--- config.mk ---
export PLATFORM = sky130hd
export DESIGN_NAME = plru_tree_sel
export DESIGN_NICKNAME = d
export VERILOG_FILES = /design/src/rtl/plru_pkg.sv /design/src/rtl/plru_walk.sv /design/src/rtl/plru_path_mask.sv /design/src/rtl/plru_tree_store.sv /design/src/rtl/plru_tree_sel.sv
export SDC_FILE = /design/constraint.sdc
export NUM_CORES = 1
export LEC_CHECK = 0
export ABC_AREA = 1
export BUFFER_PORTS_ARGS = -buffer_cell sky130_fd_sc_hd__buf_2
export CORE_MARGIN = 1.5
export CORE_UTILIZATION = 50
export CTS_BUF_LIST = sky130_fd_sc_hd__clkbuf_16
export DETAILED_ROUTE_END_ITERATION = 8
export GPL_TIMING_DRIVEN = 0
export HOLD_SLACK_MARGIN = 0.05
export PLACE_DENSITY_LB_ADDON = 0.1
export SYNTH_ARGS = -nofsm -noshare
export SYNTH_HDL_FRONTEND = slang
export SYNTH_SLANG_ARGS = --single-unit
export TNS_END_PERCENT = 20
--- constraint.sdc ---
create_clock -name clk -period 2.8 [get_ports clk]
set_input_delay 0.28 -clock clk [delete_from_list [all_inputs] [get_ports clk]]
set_output_delay 0.28 -clock clk [all_outputs]
set_load 0.005 [all_outputs]
--- src/rtl/plru_pkg.sv ---
package plru_pkg;

  // Number of internal nodes in a binary tree over a power-of-two way count
  function automatic int tree_nodes(input int ways);
    return ways - 1;
  endfunction

  // Bits needed to hold a way number (at least one)
  function automatic int way_bits(input int ways);
    return (ways > 1) ? $clog2(ways) : 1;
  endfunction

endpackage

--- src/rtl/plru_walk.sv ---
// Descends a node vector from the root and returns the leaf marked least recently used.
module plru_walk #(
  parameter int WAYS = 8
) (
  input  logic [plru_pkg::tree_nodes(WAYS)-1:0] tree,
  output logic [plru_pkg::way_bits(WAYS)-1:0]   way
);
  localparam int NODES = plru_pkg::tree_nodes(WAYS);
  localparam int WAY_W = plru_pkg::way_bits(WAYS);
  localparam int LEVELS = $clog2(WAYS);

  logic [WAYS-1:0]  tree_pad;
  logic [WAY_W-1:0] idx;
  logic             b;

  assign tree_pad = {{(WAYS-NODES){1'b0}}, tree};

  always_comb begin
    idx = '0;
    way = '0;
    b   = 1'b0;
    for (int l = 0; l < LEVELS; l++) begin
      b   = tree_pad[idx];
      way = (way << 1) | WAY_W'(b);
      idx = (idx << 1) + WAY_W'(1) + WAY_W'(b);
    end
  end
endmodule

--- src/rtl/plru_path_mask.sv ---
// Turns a way number into the set of nodes on its path and the values they take.
module plru_path_mask #(
  parameter int WAYS = 8
) (
  input  logic [plru_pkg::way_bits(WAYS)-1:0]   way,
  output logic [plru_pkg::tree_nodes(WAYS)-1:0] mask,
  output logic [plru_pkg::tree_nodes(WAYS)-1:0] val
);
  localparam int NODES = plru_pkg::tree_nodes(WAYS);
  localparam int WAY_W = plru_pkg::way_bits(WAYS);
  localparam int LEVELS = $clog2(WAYS);

  logic [WAYS-1:0]  mask_pad;
  logic [WAYS-1:0]  val_pad;
  logic [WAY_W-1:0] idx;
  logic             b;

  always_comb begin
    mask_pad = '0;
    val_pad  = '0;
    idx      = '0;
    b        = 1'b0;
    for (int l = 0; l < LEVELS; l++) begin
      b             = way[LEVELS-1-l];
      mask_pad[idx] = 1'b1;
      val_pad[idx]  = ~b;   // point away from the touched half
      idx           = (idx << 1) + WAY_W'(1) + WAY_W'(b);
    end
  end

  assign mask = mask_pad[NODES-1:0];
  assign val  = val_pad[NODES-1:0];
endmodule

--- src/rtl/plru_tree_store.sv ---
// Per-set node storage with per-bit write enables and two combinational read ports.
module plru_tree_store #(
  parameter int SETS  = 16,
  parameter int NODES = 7
) (
  input  logic                    clk,
  input  logic                    rst,
  input  logic                    wr_en,
  input  logic [$clog2(SETS)-1:0] wr_set,
  input  logic [NODES-1:0]        wr_mask,
  input  logic [NODES-1:0]        wr_val,
  input  logic [$clog2(SETS)-1:0] rd_a_set,
  output logic [NODES-1:0]        rd_a,
  input  logic [$clog2(SETS)-1:0] rd_b_set,
  output logic [NODES-1:0]        rd_b
);
  logic [NODES-1:0] state_q [SETS];

  always_ff @(posedge clk) begin
    if (rst) begin
      for (int s = 0; s < SETS; s++) state_q[s] <= '0;
    end else if (wr_en) begin
      for (int n = 0; n < NODES; n++) begin
        if (wr_mask[n]) state_q[wr_set][n] <= wr_val[n];
      end
    end
  end

  assign rd_a = state_q[rd_a_set];
  assign rd_b = state_q[rd_b_set];

  AST_RESET_CLEAR: assert property (@(posedge clk) disable iff (rst)
    $past(rst) |-> (state_q[rd_b_set] == '0 && state_q[rd_a_set] == '0));

  AST_PATH_WRITTEN: assert property (@(posedge clk) disable iff (rst)
    wr_en |=> ((state_q[$past(wr_set)] ^ $past(wr_val)) & $past(wr_mask)) == '0);

  AST_OFF_PATH_HOLD: assert property (@(posedge clk) disable iff (rst)
    wr_en |=> ((state_q[$past(wr_set)] ^ $past(state_q[wr_set])) & ~$past(wr_mask)) == '0);

  AST_IDLE_HOLD: assert property (@(posedge clk) disable iff (rst)
    !wr_en |=> state_q[$past(rd_b_set)] == $past(state_q[rd_b_set]));
endmodule

--- src/rtl/plru_tree_sel.sv ---
// Top: pseudo-LRU victim selection and path update for a set-associative cache.
module plru_tree_sel #(
  parameter int WAYS = 8,
  parameter int SETS = 16
) (
  input  logic                                  clk,
  input  logic                                  rst,
  input  logic                                  acc_valid,
  input  logic                                  acc_miss,
  input  logic [$clog2(SETS)-1:0]               acc_set,
  input  logic [plru_pkg::way_bits(WAYS)-1:0]   acc_way,
  input  logic [$clog2(SETS)-1:0]               look_set,
  output logic [plru_pkg::way_bits(WAYS)-1:0]   look_way,
  output logic [plru_pkg::tree_nodes(WAYS)-1:0] look_tree,
  output logic                                  fill_valid,
  output logic [plru_pkg::way_bits(WAYS)-1:0]   fill_way
);
  localparam int NODES = plru_pkg::tree_nodes(WAYS);
  localparam int WAY_W = plru_pkg::way_bits(WAYS);
  localparam int SET_W = $clog2(SETS);

  logic [NODES-1:0] acc_tree, look_tree_c, wr_mask, wr_val, merged_tree;
  logic [WAY_W-1:0] acc_victim, look_victim, upd_way, chk_way;

  plru_tree_store #(.SETS(SETS), .NODES(NODES)) u_store (
    .clk(clk), .rst(rst),
    .wr_en(acc_valid), .wr_set(acc_set), .wr_mask(wr_mask), .wr_val(wr_val),
    .rd_a_set(acc_set), .rd_a(acc_tree),
    .rd_b_set(look_set), .rd_b(look_tree_c)
  );

  plru_walk #(.WAYS(WAYS)) u_acc_walk  (.tree(acc_tree),    .way(acc_victim));
  plru_walk #(.WAYS(WAYS)) u_look_walk (.tree(look_tree_c), .way(look_victim));

  assign upd_way = acc_miss ? acc_victim : acc_way;

  plru_path_mask #(.WAYS(WAYS)) u_path (.way(upd_way), .mask(wr_mask), .val(wr_val));

  always_ff @(posedge clk) begin
    if (rst) begin
      look_way   <= '0;
      look_tree  <= '0;
      fill_valid <= 1'b0;
      fill_way   <= '0;
    end else begin
      look_way   <= look_victim;
      look_tree  <= look_tree_c;
      fill_valid <= acc_valid;
      fill_way   <= upd_way;
    end
  end

  // Checking path: the tree as it will be after this access, walked independently
  assign merged_tree = (acc_tree & ~wr_mask) | (wr_val & wr_mask);
  plru_walk #(.WAYS(WAYS)) u_chk_walk (.tree(merged_tree), .way(chk_way));

  AST_MRU_NOT_VICTIM: assert property (@(posedge clk) disable iff (rst)
    acc_valid |-> chk_way != upd_way);

  AST_HIT_FILL: assert property (@(posedge clk) disable iff (rst)
    (acc_valid && !acc_miss) |=> (fill_valid && fill_way == $past(acc_way)));

  AST_MISS_FILL: assert property (@(posedge clk) disable iff (rst)
    (acc_valid && acc_miss) |=> (fill_valid && fill_way == $past(acc_victim)));

  AST_IDLE_NO_FILL: assert property (@(posedge clk) disable iff (rst)
    !acc_valid |=> !fill_valid);

  AST_LOOK_DELAY: assert property (@(posedge clk) disable iff (rst)
    1'b1 |=> look_tree == $past(look_tree_c));
endmodule

==> results of run 1 <==
-- critical path, stage by stage, from the launching register on --
cell	delay [ps]
edfxtp_1	430
nand2_1	90
o21ai_0	80
nand2_1	70
nand2_1	50
nand2_1	70
nand2_1	130
nor2_2	170
nand2_2	80
nand2_2	90
ha_4	210
nor2_1	100
nand3_1	70
nand2_1	70
inv_2	30
nand2_1	90
nand3_4	120
nand2_4	150
buf_12	160
clkbuf_16	180
nor2_2	30
-- routing by layer --
layer  share of wire (%)  GRT usage (%)  up-vias  wire (um)
met5                   0              0        -          0
met4                 5.0          20.16        0       1469
met3                  13          8.389      112       3834
met2                  43          55.19      582      12610
met1                  39          47.63     3644      11240
li1                    -              -     3586          -
-- cells in the mapped netlist (all sizes together) --
library cell and instances:
clkinv 1, a21oi 19, nor2 174, o21ai 127
o22ai 3, dfxtp 13, inv 125, nand3b 1
clkbuf 35, o21a 1, a31oi 1, buf 30
nand4 3, nand3 34, nand2 374, o221ai 5
edfxtp 112, o211ai 21, nor3 2, ha 2
-- state kept, by name, summed over array words and instances (netlist names) --
signal           count
look_way             2
u_store.state_q    112
fill_way             3
fill_valid           1
look_tree            7
-- metrics by stage --
stage          worst slack, ps  util, %  setup TNS, ps
4_1_cts                  16.05    58.40              0
6_report                 59.13    59.52              0
3_5_place_dp            -740.0    53.96         -53490
2_1_floorplan            273.9        -              0
3_3_place_gp            -743.6    53.96         -53110
5_1_grt                 -41.06    59.52         -692.2
-- layout make-up --
class	instances	area [um2]	share of cell area, %
Clock inverter	15	197.7	2.177
Timing Repair Buffer	36	257.7	2.838
Inverter	126	476.7	5.249
Buffer	64	390.4	4.298
Clock buffer	17	425.4	4.684
Multi-Input combinational cell	767	3447	37.95
Sequential cell	125	3623	39.90
Tap cell	211	264.0	2.907
-- final timing paths --
path,slack (ps),depth (start not counted),endpoint
max,60,20,u_store.state_q[9][3]
min,230,3,fill_way[0]
max reg2reg,60,20,u_store.state_q[9][3]
min reg2reg,840,6,look_tree[3]
-- power breakdown --
group          switching [W]  total (W)  internal (W)
Clock               0.000885    0.00237       0.00148
Combinational       0.000700    0.00103      0.000325
Sequential         0.0000437    0.00216       0.00211
-- cells in the final DEF, fill, tap and decap left out, types with 5 or more instances in the layout --
cell type   instances
nor2_1            135
inv_2               5
clkbuf_16          20
o211ai_1           21
nand3_1            31
clkinvlp_4          6
o21ai_0           121
o21ai_1             5
buf_2              35
nor2_2             36
clkbuf_2            8
edfxtp_1          112
clkbuf_1           26
a21oi_1            19
buf_4              18
dfxtp_1            13
o221ai_1            5
nand2_2             8
nand2_1           364
inv_1             121
-- cell families after synthesis --
| logic type | after synthesis |
|---|---|
| buffers and inverters | 191 |
| AND/OR/NAND/NOR | 588 |
| AO/OA/AOI/OAI | 177 |
| adder cells (fa/ha/maj) | 2 |
| flip-flops | 125 |
-- timing repair --
item	4_1_cts	5_1_grt
pin swaps	3	6
gates resized for setup	17	24
buffers inserted	0	7
gates cloned	0	3
setup endpoints to repair	57	58
==> flow_summary.ini, run 1 <==
[run_status]
status = finished, final reports clean

[detailed_routing]
ant_nets = 0
dr.pass1.iters = 6
wl_per_cell_um = 21.42
viasPerCell = 5.822
drc_errors = 0
finalWirelength_um = 29150
num_vias = 7924
drt_iter0_markers = 1342

[yosys]
synth_top_cell_area_share_pct = 42.91
synth-seq-cells = 125
synth_fa_ha_area_share_pct = 0.3192
yosys.area.top_type = edfxtp_1
synth_compound_area_share_pct = 12.45
synth_area_um2 = 7839
synth_area_per_cell_um2 = 7.238
synth.mux.area_fraction_pct = 0
synth.top_cells.by_area = edfxtp_1, nand2_1, o21ai_0
synthCells = 1083
ys_seq_area_share_pct = 46.23
synth_top_family_by_area = simple AND/OR/NAND/NOR gates
yosys_warnings = 0
synth-xor-area-share_pct = 0
synth_cell_type_count = 31
synth_simple_gate_area_share_pct = 30.60
syn_nets = 1100

[grt]
grt_pass1_vias = 7159
globalRouteTotalUtil_pct = 36.19
grt_remaining_overflow = 0
grt_first_pass_wirelength_um = 42200
antenna_found_initial = 0
grt_max_degree = 17

[clocking]
cts_root_buf = clkbuf_16
cts-buffers-inserted = 17
cts_tree = done
cts_sinks = 125
hold_buffers = 0
clock_latency_ps = 430
clock_path_buffers = 2
cts.clk_slew.worst_paths_ps = 60
cts_max_level = 4

[sta]
setup_viol = 0
max_freq_mhz = 364.8
slew_viol_final = 0
rsz0062_at_grt = true
timing.hold.ws_ps = 233.1
hold_violations = 0
worst_pin_slew_ps = 934.6
period_share_pct = 97.89
final.setup_skew_ps = 6.496
timing.slew.headroom_pct = 37.69
fin_crit_ps = 2741

[floorplanning]
num_rows = 45
start_util_pct = 51.37
die_y_um = 128.2
ios = 29
core-area_um2 = 15260
die-area_um2 = 16440
die_x_um = 128.2

[worst_setup_path]
criticalPathCategory = reg -> reg
critPathLaunch = u_store.state_q[9][2]
critPathMaxFanout = 6
start_kind = flip-flop
crit_required_ps = 2990
crit_path_end_kind = flip-flop
arrival_ps = 2930
timing.rr.start = u_store.state_q[9][2]

[cells_and_area]
drive_gt1_share_pct = 14.09
n_antenna_cell = 0
layout.cells.non_filler = 1361
area_delta_synth_final_pct = 15.87
fin_area_um2 = 9082
nets = 1154
fillers = 1430

[power]
peakVddDrop_mv = 0.4527
finalPower_w = 0.005551
p_per_area_nw_per_um2 = 611.2
power.leakage_nw = 4.218

[placement]
portBuffers = 26
dp_hpwl_um = 20740
globalplace.congestion = 1.037
dpl_cell_area_um2 = 8233
dp.cells = 1320

[hold_path]
holdCritPathClass = in -> reg
worstHoldStart = acc_miss

[flow_run]
max-cap-violations = 0
No activity file was read; power rests on OpenSTA's default activity.
==> run 2, diff against run 1 <==
--- a/config.mk
+++ b/config.mk
@@ -14,6 +14,7 @@
 export GPL_TIMING_DRIVEN = 0
 export HOLD_SLACK_MARGIN = 0.05
 export PLACE_DENSITY_LB_ADDON = 0.1
+export SLEW_MARGIN = 20
 export SYNTH_ARGS = -nofsm -noshare
 export SYNTH_HDL_FRONTEND = slang
 export SYNTH_SLANG_ARGS = --single-unit
==> constraint.sdc (replaced) <==
create_clock -name clk -period 2.5 [get_ports clk]
set_input_delay 0.25 -clock clk [delete_from_list [all_inputs] [get_ports clk]]
set_output_delay 0.25 -clock clk [all_outputs]
set_load 0.005 [all_outputs]
==> flow_summary.ini, run 2 (synthesis gave the netlist of run 1 again) <==
[grt]
grt_max_degree = 17
grt_remaining_overflow = 0
grt_pass1_vias = 7286
grt_first_pass_wirelength_um = 43000
globalRouteTotalUtil_pct = 36.85
antenna_found_initial = 0

[worst_setup_path]
critPathMostFrequentCell = nand2_1
crit_path_end_kind = flip-flop
rrSetupSlack_ps = -110
cp_cell_sequence = inv_1 -> o21ai_1 -> nand2_1 -> nand2_1 -> nand2_1 -> nand2_2 -> nor2_4 -> nand2_4 -> nand2_4 -> ha_4 -> nor2_2 -> nand3_1 -> nand2_1 -> inv_2 -> nand2_2 -> nand3_4 -> nand2_4 -> buf_12 -> buf_12 -> buf_12 -> nor2_2
crit_required_ps = 2680
crit_buf_inv = 5
criticalPathCategory = reg -> reg
critPathMaxFanout = 6
r2r-end = u_store.state_q[13][5]
arrival_ps = 2800
timing.rr.start = u_store.state_q[8][2]
r2r.worst_path.cells = 21
worst_path_max_delay_cell = edfxtp_1
critPathTopFamily = simple AND/OR/NAND/NOR gates
slowest_delay_ps = 360
start_kind = flip-flop

[clocking]
cts.clk_slew.worst_paths_ps = 60
cts_tree = done
clock_latency_ps = 430
cts-buffers-inserted = 17
cts_max_level = 4
clock_path_buffers = 2
cts_sinks = 125
cts_root_buf = clkbuf_16

[hold_path]
hold_path_end = fill_way[0]
min_path_cells = 3
worstHoldStart = acc_miss
holdCritPathClass = in -> reg

[placement]
dp.cells = 1320
dp_hpwl_um = 20740
portBuffers = 26
globalplace.congestion = 1.037
place_ws_ps = -1010

[sta]
slew_viol_final = 0
worst_pin_slew_ps = 923.5
rsz0062_at_grt = true
final.setup_skew_ps = 7.230
fin_crit_ps = 2615
timing.slew.headroom_pct = 38.43
hold_violations = 0
final.setup.tns_ps = -3049
max_freq_mhz = 382.4
setup_viol = 60
setup_ws_ps = -114.8
period_share_pct = 104.6

[floorplanning]
die_x_um = 128.2
core-area_um2 = 15260
die-area_um2 = 16440
start_util_pct = 51.37
ios = 29
num_rows = 45
die_y_um = 128.2

[cells_and_area]
top_regs = u_store.state_q x112, look_tree x7, fill_way x3
layout_commonest_cell = nand2_1
layout_common_cells = nand2_1, nor2_1, inv_1
n_antenna_cell = 0
regMostFlops = u_store.state_q
drive_gt1_share_pct = 16.67
finalCoreUtilization_pct = 61.30
area_delta_synth_final_pct = 19.33
layout.cells.non_filler = 1369
nets = 1162
largest_register_ffs = 112

[detailed_routing]
ant_nets = 0
viasPerCell = 5.829
finalWirelength_um = 29340
num_vias = 7980
dr.pass1.iters = 7
drc_errors = 0
drt_iter0_markers = 1273
wl_per_cell_um = 21.43

[run_status]
violations = negative setup slack
status = finished, violations left

[power]
finalPower_w = 0.006322
power.leakage_nw = 4.316
peakVddDrop_mv = 0.5245
p_per_area_nw_per_um2 = 675.9

[flow_run]
max-cap-violations = 0
==> run 2: final cells by class <==
cell class	count	area (um2)
Fill cell	1399	5904
Sequential cell	125	3623
Multi-Input combinational cell	767	3585
Inverter	126	476.7
Buffer	65	441.7
Clock buffer	17	425.4
Timing Repair Buffer	43	340.3
Tap cell	211	264.0
Clock inverter	15	197.7
==> run 2: through the flow <==
stage                     instance area, um2  hold WS, ps
final                                   9354        194.4
after global routing                    9354        211.5
after CTS                               9123        203.1
after detailed placement                8233        623.2
after global placement                  8233        625.0
after floorplan                         7839        440.7
==> run 2: routing by layer <==
| layer | vias to the layer above | wire [um] | track usage (%) |
|---|---|---|---|
| met5 | - | 0 | 0 |
| met4 | 0 | 1511 | 20.22 |
| met3 | 113 | 3863 | 9.224 |
| met2 | 590 | 12760 | 56.45 |
| met1 | 3680 | 11200 | 47.95 |
| li1 | 3597 | - | - |
==> run 2: where the power goes <==
group	leakage, nW	total [W]	switching [W]	internal [W]
sequential	1.26	0.00241	0.0000487	0.00237
combinational	2.76	0.00126	0.000827	0.000432
clock	0.293	0.00265	0.000985	0.00166
total	4.32	0.00632	0.00186	0.00446
==> run 2: worst max path at each step <==
stage,cells after the start,end,slack (ps),from
after floorplan,21,u_store.state_q[12][3],4,acc_set[0]
after global placement,22,u_store.state_q[13][4],-1010,acc_set[1]
after detailed placement,22,u_store.state_q[15][5],-1010,acc_set[1]
after CTS,21,u_store.state_q[15][5],-100,u_store.state_q[9][2]
after global routing,22,u_store.state_q[5][3],-280,u_store.state_q[8][0]
final,21,u_store.state_q[13][5],-110,u_store.state_q[8][2]
==> run 2: worst reg2reg max path, cell delays in order (launching register included) <==
cell	delay, ps
edfxtp_1	360
inv_1	140
o21ai_1	80
nand2_1	60
nand2_1	50
nand2_1	90
nand2_2	110
nor2_4	150
nand2_4	70
nand2_4	70
ha_4	210
nor2_2	70
nand3_1	60
nand2_1	70
inv_2	40
nand2_2	80
nand3_4	110
nand2_4	100
buf_12	170
buf_12	120
buf_12	130
nor2_2	40
==> run 2: repair_timing <==
action                                  4_1_cts  5_1_grt
buffers inserted                              8        6
resized for setup                            41       54
endpoints found under the setup margin      111      161
hold buffers                                  0        0
cloned                                        2        1
pin swaps                                     9       12
==> run 3, diff against run 2 <==
--- a/config.mk
+++ b/config.mk
@@ -9,7 +9,8 @@
 export BUFFER_PORTS_ARGS = -buffer_cell sky130_fd_sc_hd__buf_2
 export CORE_MARGIN = 1.5
 export CORE_UTILIZATION = 50
-export CTS_BUF_LIST = sky130_fd_sc_hd__clkbuf_16
+export CTS_BUF_LIST = sky130_fd_sc_hd__clkbuf_2
+export CTS_CLUSTER_SIZE = 25
 export DETAILED_ROUTE_END_ITERATION = 8
 export GPL_TIMING_DRIVEN = 0
 export HOLD_SLACK_MARGIN = 0.05
==> flow_summary.ini, run 3 (synthesis gave the netlist of run 1 again) <==
[run_status]
status = finished, violations left
violations = negative setup slack

[floorplanning]
core-area_um2 = 15260
die_y_um = 128.2
die_x_um = 128.2
die-area_um2 = 16440
num_rows = 45
start_util_pct = 51.37
ios = 29

[cells_and_area]
fillers = 1455
layout_commonest_cell = nand2_1
layout.cells.non_filler = 1375
area_delta_synth_final_pct = 14.17
top_regs = u_store.state_q x112, look_tree x7, fill_way x3
fin_area_um2 = 8950
regMostFlops = u_store.state_q
layout_common_cells = nand2_1, nor2_1, o21ai_0
drive_gt1_share_pct = 15.05
nets = 1167
largest_register_ffs = 112

[worst_setup_path]
worst_path_max_delay_cell = edfxtp_1
slowest_delay_ps = 480
critPathMostFrequentCell = nand2_1
start_kind = flip-flop
arrival_ps = 3160
criticalPathCategory = reg -> reg
critPathMaxFanout = 7
crit_path_end_kind = flip-flop
cp_cell_sequence = nand2_1 -> nand2_1 -> nand2_1 -> nand2_1 -> nand2_1 -> nand2_4 -> nor2_4 -> nand2_4 -> nand2_4 -> ha_4 -> nor2_2 -> nand3_1 -> nand2_1 -> inv_2 -> nand2_2 -> nand3_4 -> nand2_4 -> buf_12 -> buf_12 -> buf_12 -> nor2_2
crit_required_ps = 3040

[placement]
portBuffers = 26
dp_hpwl_um = 20740
dp.cells = 1320
globalplace.congestion = 1.037
dpl_cell_area_um2 = 8233

[clocking]
cts.clk_slew.worst_paths_ps = 210
cts_tree = done
cts_sinks = 125
clock_path_buffers = 2
cts-buffers-inserted = 17
cts_root_buf = clkbuf_2
cts_max_level = 4
clock_latency_ps = 780

[sta]
hold_violations = 0
slew_viol_final = 0
worst_pin_slew_ps = 909.1
final.setup_skew_ps = 40.95
timing.slew.headroom_pct = 39.39
final.setup.tns_ps = -3824
period_share_pct = 104.8
setup_ws_ps = -120.8
max_freq_mhz = 381.6
rsz0062_at_grt = true
setup_viol = 67
fin_crit_ps = 2621

[power]
finalPower_w = 0.005141
power.leakage_nw = 4.150
p_per_area_nw_per_um2 = 574.4
peakVddDrop_mv = 0.3632

[grt]
grt_first_pass_wirelength_um = 42480
globalRouteTotalUtil_pct = 36.33
grt_max_degree = 17
grt_remaining_overflow = 0
grt_pass1_vias = 7223
antenna_found_initial = 1

[detailed_routing]
finalWirelength_um = 29020
wl_per_cell_um = 21.11
viasPerCell = 5.761
drt_iter0_markers = 1313
num_vias = 7922
ant_nets = 0
drc_errors = 0
dr.pass1.iters = 6

[flow_run]
max-cap-violations = 0

[hold_path]
holdCritPathClass = in -> reg
==> run 3: cell count changes in the layout (fill, tap and decap cells not counted), sizes merged <==
cell         previous run  this run
inv                   127       126
diode                   0         1
clkbuf                 52        53
dlygate4sd3             0         6
buf                    73        72
==> run 3: cell type report <==
type                            count  area, um2  area share [%]
Antenna cell                        1      2.502         0.02796
Buffer                             65      411.6           4.599
Clock buffer                       18      90.09           1.007
Clock inverter                     14      193.9           2.167
Inverter                          126      473.0           5.285
Multi-Input combinational cell    767       3531           39.45
Sequential cell                   125       3623           40.49
Tap cell                          211      264.0           2.950
Timing Repair Buffer               48      360.3           4.026
==> run 3: final timing paths <==
kind,start,end,slack [ps],cells after the start
hold / removal,acc_way[1],u_store.state_q[5][1],110,4
setup reg to reg,u_store.state_q[2][2],u_store.state_q[5][5],-120,21
setup / recovery,u_store.state_q[2][2],u_store.state_q[5][5],-120,21
hold reg to reg,u_store.state_q[15][1],look_tree[1],870,4
==> run 3: power by group <==
group | internal (W) | switching [W]
clock network | 0.000662 | 0.000872
logic | 0.000399 | 0.000797
registers | 0.00236 | 0.0000492
==> run 3: metrics by stage <==
stage	worst slack (ps)	hold slack, ps	util [%]
6_report	-120.8	113.2	58.66
5_1_grt	-254.9	97.39	58.66
4_1_cts	-112.3	74.52	57.57
3_5_place_dp	-1010	623.2	53.96
3_3_place_gp	-1014	625.0	53.96
2_1_floorplan	3.920	440.7	-
==> run 3: routing by layer <==
metal / track usage (%) / routed length, um / vias up
met5: 0 / 0 / -
met4: 18.84 / 1484 / 0
met3: 7.972 / 3502 / 101
met2: 56.17 / 12700 / 561
met1: 48.01 / 11340 / 3657
li1: - / - / 3603
==> run 3: critical path: cells and delay by family, from the launching register on <==
| family | cells | cell delay, ps |
|---|---|---|
| adder cells (fa/ha/maj) | 1 | 210 |
| flip-flops | 1 | 480 |
| AND/OR/NAND/NOR | 16 | 1290 |
| buffers and inverters | 4 | 410 |
==> run 3: timing repair <==
| item | 4_1_cts | 5_1_grt |
|---|---|---|
| hold endpoints to repair | 26 | 0 |
| gates resized for setup | 31 | 29 |
| pin swaps | 12 | 11 |
| setup endpoints to repair | 70 | 149 |
| buffers inserted | 7 | 7 |
| cloned | 1 | 1 |
| hold buffers | 6 | 0 |
